--- src/rtl/irl_pkg.sv ---
package irl_pkg;
    typedef enum logic [0:0] {
        ST_STABLE = 1'b0,
        ST_CAND   = 1'b1
    } filt_state_t;
endpackage

--- src/rtl/irl_sync.sv ---
module irl_sync #(
    parameter int W      = 4,
    parameter int STAGES = 2,
    parameter logic [W-1:0] INIT = '1
) (
    input  logic         clk,
    input  logic         rst_n,
    input  logic [W-1:0] d_i,
    output logic [W-1:0] q_o
);
    logic [W-1:0] chain_q [STAGES];

    always_ff @(posedge clk or negedge rst_n) begin
        if (!rst_n) chain_q[0] <= INIT;
        else        chain_q[0] <= d_i;
    end

    for (genvar s = 1; s < STAGES; s++) begin : g_stage
        always_ff @(posedge clk or negedge rst_n) begin
            if (!rst_n) chain_q[s] <= INIT;
            else        chain_q[s] <= chain_q[s-1];
        end
    end

    assign q_o = chain_q[STAGES-1];
endmodule

--- src/rtl/irl_tick_sel.sv ---
module irl_tick_sel (
    input  logic pclk_tick_i,
    input  logic rtc_tick_i,
    input  logic standby_i,
    input  logic rtc_present_i,
    output logic tick_o
);
    always_comb begin
        if (standby_i) tick_o = rtc_tick_i & rtc_present_i;
        else           tick_o = pclk_tick_i;
    end
endmodule

--- src/rtl/irl_filter.sv ---
module irl_filter
    import irl_pkg::*;
#(
    parameter int W = 4,
    localparam logic [W-1:0] IDLE_CODE = '1
) (
    input  logic         clk,
    input  logic         rst_n,
    input  logic         tick_i,
    input  logic [W-1:0] code_i,
    output logic [W-1:0] level_o
);
    filt_state_t  state_q, state_d;
    logic [W-1:0] cand_q, cand_d;
    logic [W-1:0] acc_q, acc_d;

    always_ff @(posedge clk or negedge rst_n) begin
        if (!rst_n) begin
            state_q <= ST_STABLE;
            cand_q  <= IDLE_CODE;
            acc_q   <= IDLE_CODE;
        end else begin
            state_q <= state_d;
            cand_q  <= cand_d;
            acc_q   <= acc_d;
        end
    end

    always_comb begin
        state_d = state_q;
        cand_d  = cand_q;
        acc_d   = acc_q;
        if (tick_i) begin
            unique case (state_q)
                ST_STABLE: begin
                    if (code_i != acc_q) begin
                        cand_d  = code_i;
                        state_d = ST_CAND;
                    end
                end
                ST_CAND: begin
                    if (code_i == cand_q) begin
                        acc_d   = cand_q;
                        state_d = ST_STABLE;
                    end else if (code_i == acc_q) begin
                        state_d = ST_STABLE;
                    end else begin
                        cand_d  = code_i;
                    end
                end
                default: state_d = ST_STABLE;
            endcase
        end
    end

    always_comb begin
        level_o = IDLE_CODE - acc_q;
    end

    // an accepted code only changes out of the candidate state
    a_r3_accept_from_cand: assert property (@(posedge clk) disable iff (!rst_n)
        (acc_q != $past(acc_q)) |-> ($past(state_q) == ST_CAND));

    // without a sampling tick the accepted code stays put
    a_r4_no_tick_hold: assert property (@(posedge clk) disable iff (!rst_n)
        !tick_i |=> $stable(acc_q));
endmodule

--- src/rtl/irl_decide.sv ---
module irl_decide #(
    parameter int W = 4
) (
    input  logic [W-1:0] level_i,
    input  logic [W-1:0] mask_i,
    input  logic         standby_i,
    input  logic         rtc_present_i,
    output logic         pending_o,
    output logic         wake_o
);
    always_comb begin
        pending_o = (level_i > mask_i);
        wake_o    = pending_o & standby_i & rtc_present_i;
    end
endmodule

--- src/rtl/irl_level_filter.sv ---
module irl_level_filter #(
    parameter int W           = 4,
    parameter int SYNC_STAGES = 2
) (
    input  logic         clk,
    input  logic         rst_n,
    input  logic [W-1:0] req_code_i,
    input  logic         pclk_tick_i,
    input  logic         rtc_tick_i,
    input  logic         standby_i,
    input  logic         rtc_present_i,
    input  logic [W-1:0] mask_i,
    output logic [W-1:0] level_o,
    output logic         pending_o,
    output logic         wake_o
);
    logic [W-1:0] code_sync;
    logic         tick;

    irl_sync #(.W(W), .STAGES(SYNC_STAGES), .INIT('1)) u_sync (
        .clk   (clk),
        .rst_n (rst_n),
        .d_i   (req_code_i),
        .q_o   (code_sync)
    );

    irl_tick_sel u_tick (
        .pclk_tick_i   (pclk_tick_i),
        .rtc_tick_i    (rtc_tick_i),
        .standby_i     (standby_i),
        .rtc_present_i (rtc_present_i),
        .tick_o        (tick)
    );

    irl_filter #(.W(W)) u_filt (
        .clk     (clk),
        .rst_n   (rst_n),
        .tick_i  (tick),
        .code_i  (code_sync),
        .level_o (level_o)
    );

    irl_decide #(.W(W)) u_dec (
        .level_i       (level_o),
        .mask_i        (mask_i),
        .standby_i     (standby_i),
        .rtc_present_i (rtc_present_i),
        .pending_o     (pending_o),
        .wake_o        (wake_o)
    );

    // standby without the slow clock freezes the level
    a_r6_no_rtc_frozen: assert property (@(posedge clk) disable iff (!rst_n)
        (standby_i && !rtc_present_i) |=> $stable(level_o));

    // in standby only a slow tick may move the level
    a_r5_standby_slow_only: assert property (@(posedge clk) disable iff (!rst_n)
        (standby_i && !rtc_tick_i) |=> $stable(level_o));

    // level zero is never pending and never wakes
    a_r2_idle_quiet: assert property (@(posedge clk) disable iff (!rst_n)
        (level_o == '0) |-> (!pending_o && !wake_o));
endmodule

--- config.mk ---
export PLATFORM = sky130hd
export DESIGN_NAME = irl_level_filter
export DESIGN_NICKNAME = d
export VERILOG_FILES = /design/src/rtl/irl_pkg.sv /design/src/rtl/irl_sync.sv /design/src/rtl/irl_tick_sel.sv /design/src/rtl/irl_filter.sv /design/src/rtl/irl_decide.sv /design/src/rtl/irl_level_filter.sv
export SDC_FILE = /design/constraint.sdc
export NUM_CORES = 1
export LEC_CHECK = 0
export ABC_AREA = 0
export BUFFER_PORTS_ARGS = -buffer_cell sky130_fd_sc_hd__clkbuf_2
export CAP_MARGIN = 40
export CORE_UTILIZATION = 49
export CTS_BUF_LIST = sky130_fd_sc_hd__clkbuf_8
export CTS_CLUSTER_SIZE = 20
export DETAILED_ROUTE_END_ITERATION = 7
export PLACE_DENSITY_LB_ADDON = 0.15
export SLEW_MARGIN = 15
export SYNTH_ARGS = -nofsm -noshare
export SYNTH_HDL_FRONTEND = slang
export SYNTH_HIERARCHICAL = 1
export SYNTH_SLANG_ARGS = --single-unit
export TNS_END_PERCENT = 10
--- constraint.sdc ---
create_clock -name clk -period 1.65 [get_ports clk]
set_clock_uncertainty 0.2 [all_clocks]
set_input_delay 0.0825 -clock clk [delete_from_list [all_inputs] [get_ports clk]]
set_output_delay 0.0825 -clock clk [all_outputs]
set_load 0.02 [all_outputs]
Word level (Yosys, flattened, before mapping):

Cells that the tools add are included.

* register bits: 17
* latch bits: 0
* RAM bits: 0
* ROM bits: 0
* word-level logic and storage cells: 28
* memories: 0

* add/subtract/negate cells: 1
* multipliers: 0
* div/mod/pow operators: 0
* order comparisons: 1
* eq/ne operators: 6
* shift-type cells: 0
* muxes and demuxes: 9
* bitwise logic cells: 4
* reduce and logical (&&, ||, !) cells: 2

Operators with widths (number)
* $mux 4: 3
* $eq 4x4->1: 2
* $pmux 4 s2: 1
* $gt 4x4->1: 1
* $mux 1: 4
* $ne 2x2->1 const B: 2
* $ne 4x4->1: 1
* $reduce_and 4->1: 1
* $sub 4x4->4 const A: 1
* $and 1x1->1: 3
* $reduce_and 3->1: 1
* $ne 2x1->1 const B: 1
* $pmux 1 s2: 1
* $not 1->1: 1

Depth between registers and ports, before layout:

* depth in word-level cells: 4
* mapped depth: 6

Modules after synthesis:

Netlist, hierarchy kept.

Modules (own cells, without submodules)
* irl_filter: instances 1, cells an instance 35, area each 489.2 um^2, sequential area each 235.2 um^2
* irl_sync: instances 1, cells an instance 12, area each 240.2 um^2, sequential area each 210.2 um^2
* irl_decide: instances 1, cells an instance 15, area each 121.4 um^2, sequential area each 0.0 um^2
* irl_tick_sel: instances 1, cells an instance 3, area each 13.8 um^2, sequential area each 0.0 um^2

Worst setup path after synthesis:

OpenSTA, ideal clock, no wires.

* path type: register -> output
* start point: reg u_filt.acc_q[3]
* end point: out wake_o
* arrival: 1.547 ns
* data required time: 1.367 ns
* path slack: -0.180 ns
* cell stages (with the launch flop): 5
* path through: dfstp_2 > inv_1 > ha_1 > and4_1 > a211oi_2

* cells in the longest elaborated chain, start to end: 4

Ends and longest elaborated chain
* start: declaration: line irl_filter.sv:15 `logic [W-1:0] acc_q, acc_d;`
* start signal: assignment: line irl_filter.sv:21 `acc_q <= IDLE_CODE;`
* start signal: assignment: line irl_filter.sv:25 `acc_q <= acc_d;`
* $sub 4x4->4: line irl_filter.sv:57 `level_o = IDLE_CODE - acc_q;`
* net level_o[3]: line irl_level_filter.sv:13 `output logic [W-1:0] level_o,`
* $gt 4x4->1: line irl_decide.sv:12 `pending_o = (level_i > mask_i);`
* $and 1x1->1 (2 in a row): line irl_decide.sv:13 `wake_o = pending_o & standby_i & rtc_present_i;`
* end: declaration: line irl_level_filter.sv:15 `output logic wake_o`

The timed path passes the listed nets, and every way through them passes these cells.

Worst setup path in the final report:

* start point: reg u_filt.acc_q[1]
* end point: out wake_o

* cells in the longest elaborated chain, start to end: 4

Ends and longest elaborated chain (line)
* $sub 4x4->4: irl_filter.sv:57
* $gt 4x4->1: irl_decide.sv:12
* $and 1x1->1 (2 in a row): irl_decide.sv:13

Every way passes these cells.

==> results.sh <==
export IMPL_largest_area_contributor_in_the_synthesized_netlist="sky130_fd_sc_hd__dfstp_2"
export IMPL_crit_path_start_kind="flip-flop"
export IMPL_power_ir_vdd_worst_uv=1100
export IMPL_status="finished, violations left"
export IMPL_timing_final_max_slew_violations=0
export IMPL_port_buffers=19
export IMPL_die_x_um=44.0
export IMPL_post_synth_inst_count=65
export IMPL_final_core_utilization_pct=76.5
export IMPL_finalSetupViolations=11
export IMPL_ys_seq_elements=17
export IMPL_finalWorstSetupSlack_ns=-0.342
export IMPL_grt_total_usage_pct=16.8
export IMPL_synth_top_cell_area_share_pct=48.6
export IMPL_route_vias_total=571
export IMPL_cts_clk_slew_worst_paths_ns=0.06
export IMPL_asyncSetResetFlopFracSynth_pct=100
export IMPL_synth_top_cells_by_count="sky130_fd_sc_hd__dfstp_2, sky130_fd_sc_hd__inv_1, sky130_fd_sc_hd__xor2_1"
export IMPL_setup_worst_path_class="flip-flop to output pin"
export IMPL_synth_top_cells_by_area="sky130_fd_sc_hd__dfstp_2, sky130_fd_sc_hd__xor2_1, sky130_fd_sc_hd__mux2_4"
export IMPL_yosys_warning_total=6
export IMPL_synth_to_final_area_change_pct=39.5
export IMPL_ys_types=22
export IMPL_dp_hpwl_um=1020
export IMPL_io_pins=20
export IMPL_final_hold_violation_count=0
export IMPL_initial_antenna_violation_count=0
export IMPL_drt_pass1_iter_count=7
export IMPL_grt_max_degree=18
export IMPL_wl_met1_um=567
export IMPL_violated_checks="design-rule violations, negative setup slack"
export IMPL_reported_max_cap_violation_count=0
export IMPL_period_needed_ns=1.99
export IMPL_synth_edff_count=0
export IMPL_worst_hold_path_type="primary input to flip-flop"
export IMPL_synthMostInstantiatedCell="sky130_fd_sc_hd__dfstp_2"
export IMPL_ant_nets_after_route=0
export IMPL_clk_path_buf_depth=2
export IMPL_synth_flop_cell="sky130_fd_sc_hd__dfstp_2"
export IMPL_first_global_vias=549
export IMPL_die_area_um2=1940
export IMPL_routed_top_layer="met4"
export IMPL_finish_instance_area_um2=1210
export IMPL_synthesis_area_per_instance_um2=13.3
export IMPL_fp_coreArea_um2=1580
export IMPL_post_route_cells_drive_above_1_share_pct=71.4
export IMPL_grt_pass1_wl_um=2270
export IMPL_power_leakage_nw=0.565
export IMPL_slew_headroom_pct=73.9
export IMPL_final_period_utilization_pct=121
export IMPL_clk_lat_worst_skew_ns=0.25
export IMPL_detailroute_wirelength_met2_um=707
export IMPL_dpl_cell_area_um2=1020
export IMPL_grt_setup_unrepaired="true"
export IMPL_synth_fp_nets=83
export IMPL_cts_htree_levels=1
export IMPL_finalWirelength_um=1360
export IMPL_nets=117
export IMPL_fillerInstances=105
export IMPL_row_count=14
export IMPL_starting_density_of_the_core_pct=54.8
export IMPL_route_met3_wl_um=65
export IMPL_worst_path_max_fanout=2
export IMPL_detail_route_iter0_violations=4
export IMPL_syn_area_um2=865
export IMPL_worst_slew_pin_transition_ns=0.391
export IMPL_count_of_antenna_diodes_in_the_layout=0
export IMPL_clock_sink_count=17
export IMPL_viasPerCell=5.01
export IMPL_drt_wirelength_per_cell_um=11.9
export IMPL_fmax_mhz=502
export IMPL_clk_root_buffer_cell="sky130_fd_sc_hd__clkbuf_8"
export IMPL_overflow=0
export IMPL_seq_area_frac_synth_pct=51.5
export IMPL_route_detailed_drc=2
export IMPL_cts_tree="done"
export IMPL_arrival_ns=1.71
export IMPL_power_density_nw_per_um2=1500
export IMPL_cts_buffers_inserted=3
export IMPL_critical_path_endpoint_type="output pin"
export IMPL_routabilityCongestion=0.764
export IMPL_worst_ep_required_ns=1.37
export IMPL_dieHeight_um=44.0
-- area by class of cell --
cell class	instances	area [um2]	share of cell area (%)
clock buffer	3	41.3	3.42
inverter	10	37.5	3.11
multi-input combinational	34	427	35.4
timing repair buffer	33	230	19.1
clock inverter	1	5.00	0.415
tap	16	20.0	1.66
sequential	17	445	36.9
-- routing by layer --
metal,up-vias,track usage [%]
met4,0,9.09
met3,2,4.17
li1,277,-
met5,-,0
met2,22,28.8
met1,270,19.1
-- final timing paths --
path,startpoint,to,slack [ns],cells past startpoint
max,u_filt/acc_q[1]$_DFFE_PN1P_,wake_o,-0.34,6
min,standby_i,u_filt/state_q$_DFFE_PN0P_,0.05,3
max reg2reg,u_filt/acc_q[1]$_DFFE_PN1P_,u_filt/cand_q[2]$_DFFE_PN1P_,-0.21,5
min reg2reg,u_sync/chain_q[4]$_DFF_PN1_,u_sync/q_o[0]$_DFF_PN1_,0.16,0
max in group asynchronous,rst_n,u_filt/acc_q[2]$_DFFE_PN1P_,0.82,2
min in group asynchronous,rst_n,u_filt/state_q$_DFFE_PN0P_,0.11,2
-- cells by family (layout without fill, tap and decap cells) --
kind of cell	count (synthesis)	count (layout)	share of synthesized area [%]
mux	8	8	12.2
compound gates	8	8	9.12
flops	17	17	51.5
simple gates	6	6	5.50
fa+ha+maj	4	4	5.79
buf+inv	14	47	7.82
xor+xnor	8	8	8.10
-- state kept, by name, indices dropped and copies added (netlist names) --
name            cells
u_filt/acc_q        4
u_filt/cand_q       4
u_filt/state_q      1
u_sync/chain_q      4
u_sync/q_o          4
-- layout by cell type, fill, tap and decap left out --
cell	instances
sky130_fd_sc_hd__xor2_1	7
sky130_fd_sc_hd__buf_4	9
sky130_fd_sc_hd__mux2_4	6
sky130_fd_sc_hd__xnor2_1	1
sky130_fd_sc_hd__clkinv_2	1
sky130_fd_sc_hd__nand3_1	1
sky130_fd_sc_hd__nor3_2	1
sky130_fd_sc_hd__dfrtp_1	1
sky130_fd_sc_hd__nand2_1	1
sky130_fd_sc_hd__o211ai_4	1
sky130_fd_sc_hd__nor2b_4	1
sky130_fd_sc_hd__ha_4	3
sky130_fd_sc_hd__clkbuf_8	5
sky130_fd_sc_hd__inv_2	1
sky130_fd_sc_hd__a211oi_4	1
sky130_fd_sc_hd__mux2_2	2
sky130_fd_sc_hd__clkbuf_2	17
sky130_fd_sc_hd__a31o_4	1
sky130_fd_sc_hd__and4_2	1
sky130_fd_sc_hd__a21oi_2	2
sky130_fd_sc_hd__ha_1	1
sky130_fd_sc_hd__o41ai_2	1
sky130_fd_sc_hd__o21ai_1	2
sky130_fd_sc_hd__dlygate4sd3_1	5
sky130_fd_sc_hd__and4_4	1
sky130_fd_sc_hd__dfstp_2	16
sky130_fd_sc_hd__inv_1	9
-- power by group --
part           switching (W)  total (W)  internal [W]
sequential         0.0000697   0.000641      0.000571
clock               0.000130   0.000298      0.000167
combinational       0.000392   0.000870      0.000477
total               0.000593    0.00181       0.00122
-- metrics by stage --
step	hold slack, ns	setup TNS [ns]	cells	total power, W	worst slack (ns)
after floorplan	-0.413	-0.994	65	0.00109	-0.110
after global placement	-0.183	-1.10	104	0.00133	-0.135
after detailed placement	-0.178	-1.37	104	0.00134	-0.143
after CTS	0.0632	-1.78	113	0.00181	-0.404
after global routing	0.0649	-2.48	114	0.00192	-0.394
final	0.0492	-2.02	114	0.00181	-0.342
-- repair_timing --
action                                  in CTS  in global routing
hold endpoints to repair                    21                  0
endpoints found under the setup margin      10                 11
setup buffers                                0                  1
pin swaps                                    5                  5
hold buffers                                 5                  0
resized for setup                           12                  1
-- critical path, cell delays in order (launching register included) --
cell and delay [ns]:
sky130_fd_sc_hd__dfstp_2 0.54, sky130_fd_sc_hd__inv_2 0.05, sky130_fd_sc_hd__ha_4 0.25, sky130_fd_sc_hd__nor2b_4 0.14, sky130_fd_sc_hd__o211ai_4 0.10, sky130_fd_sc_hd__a211oi_4 0.20, sky130_fd_sc_hd__clkbuf_8 0.17
Power figures use the tool's default switching activity.
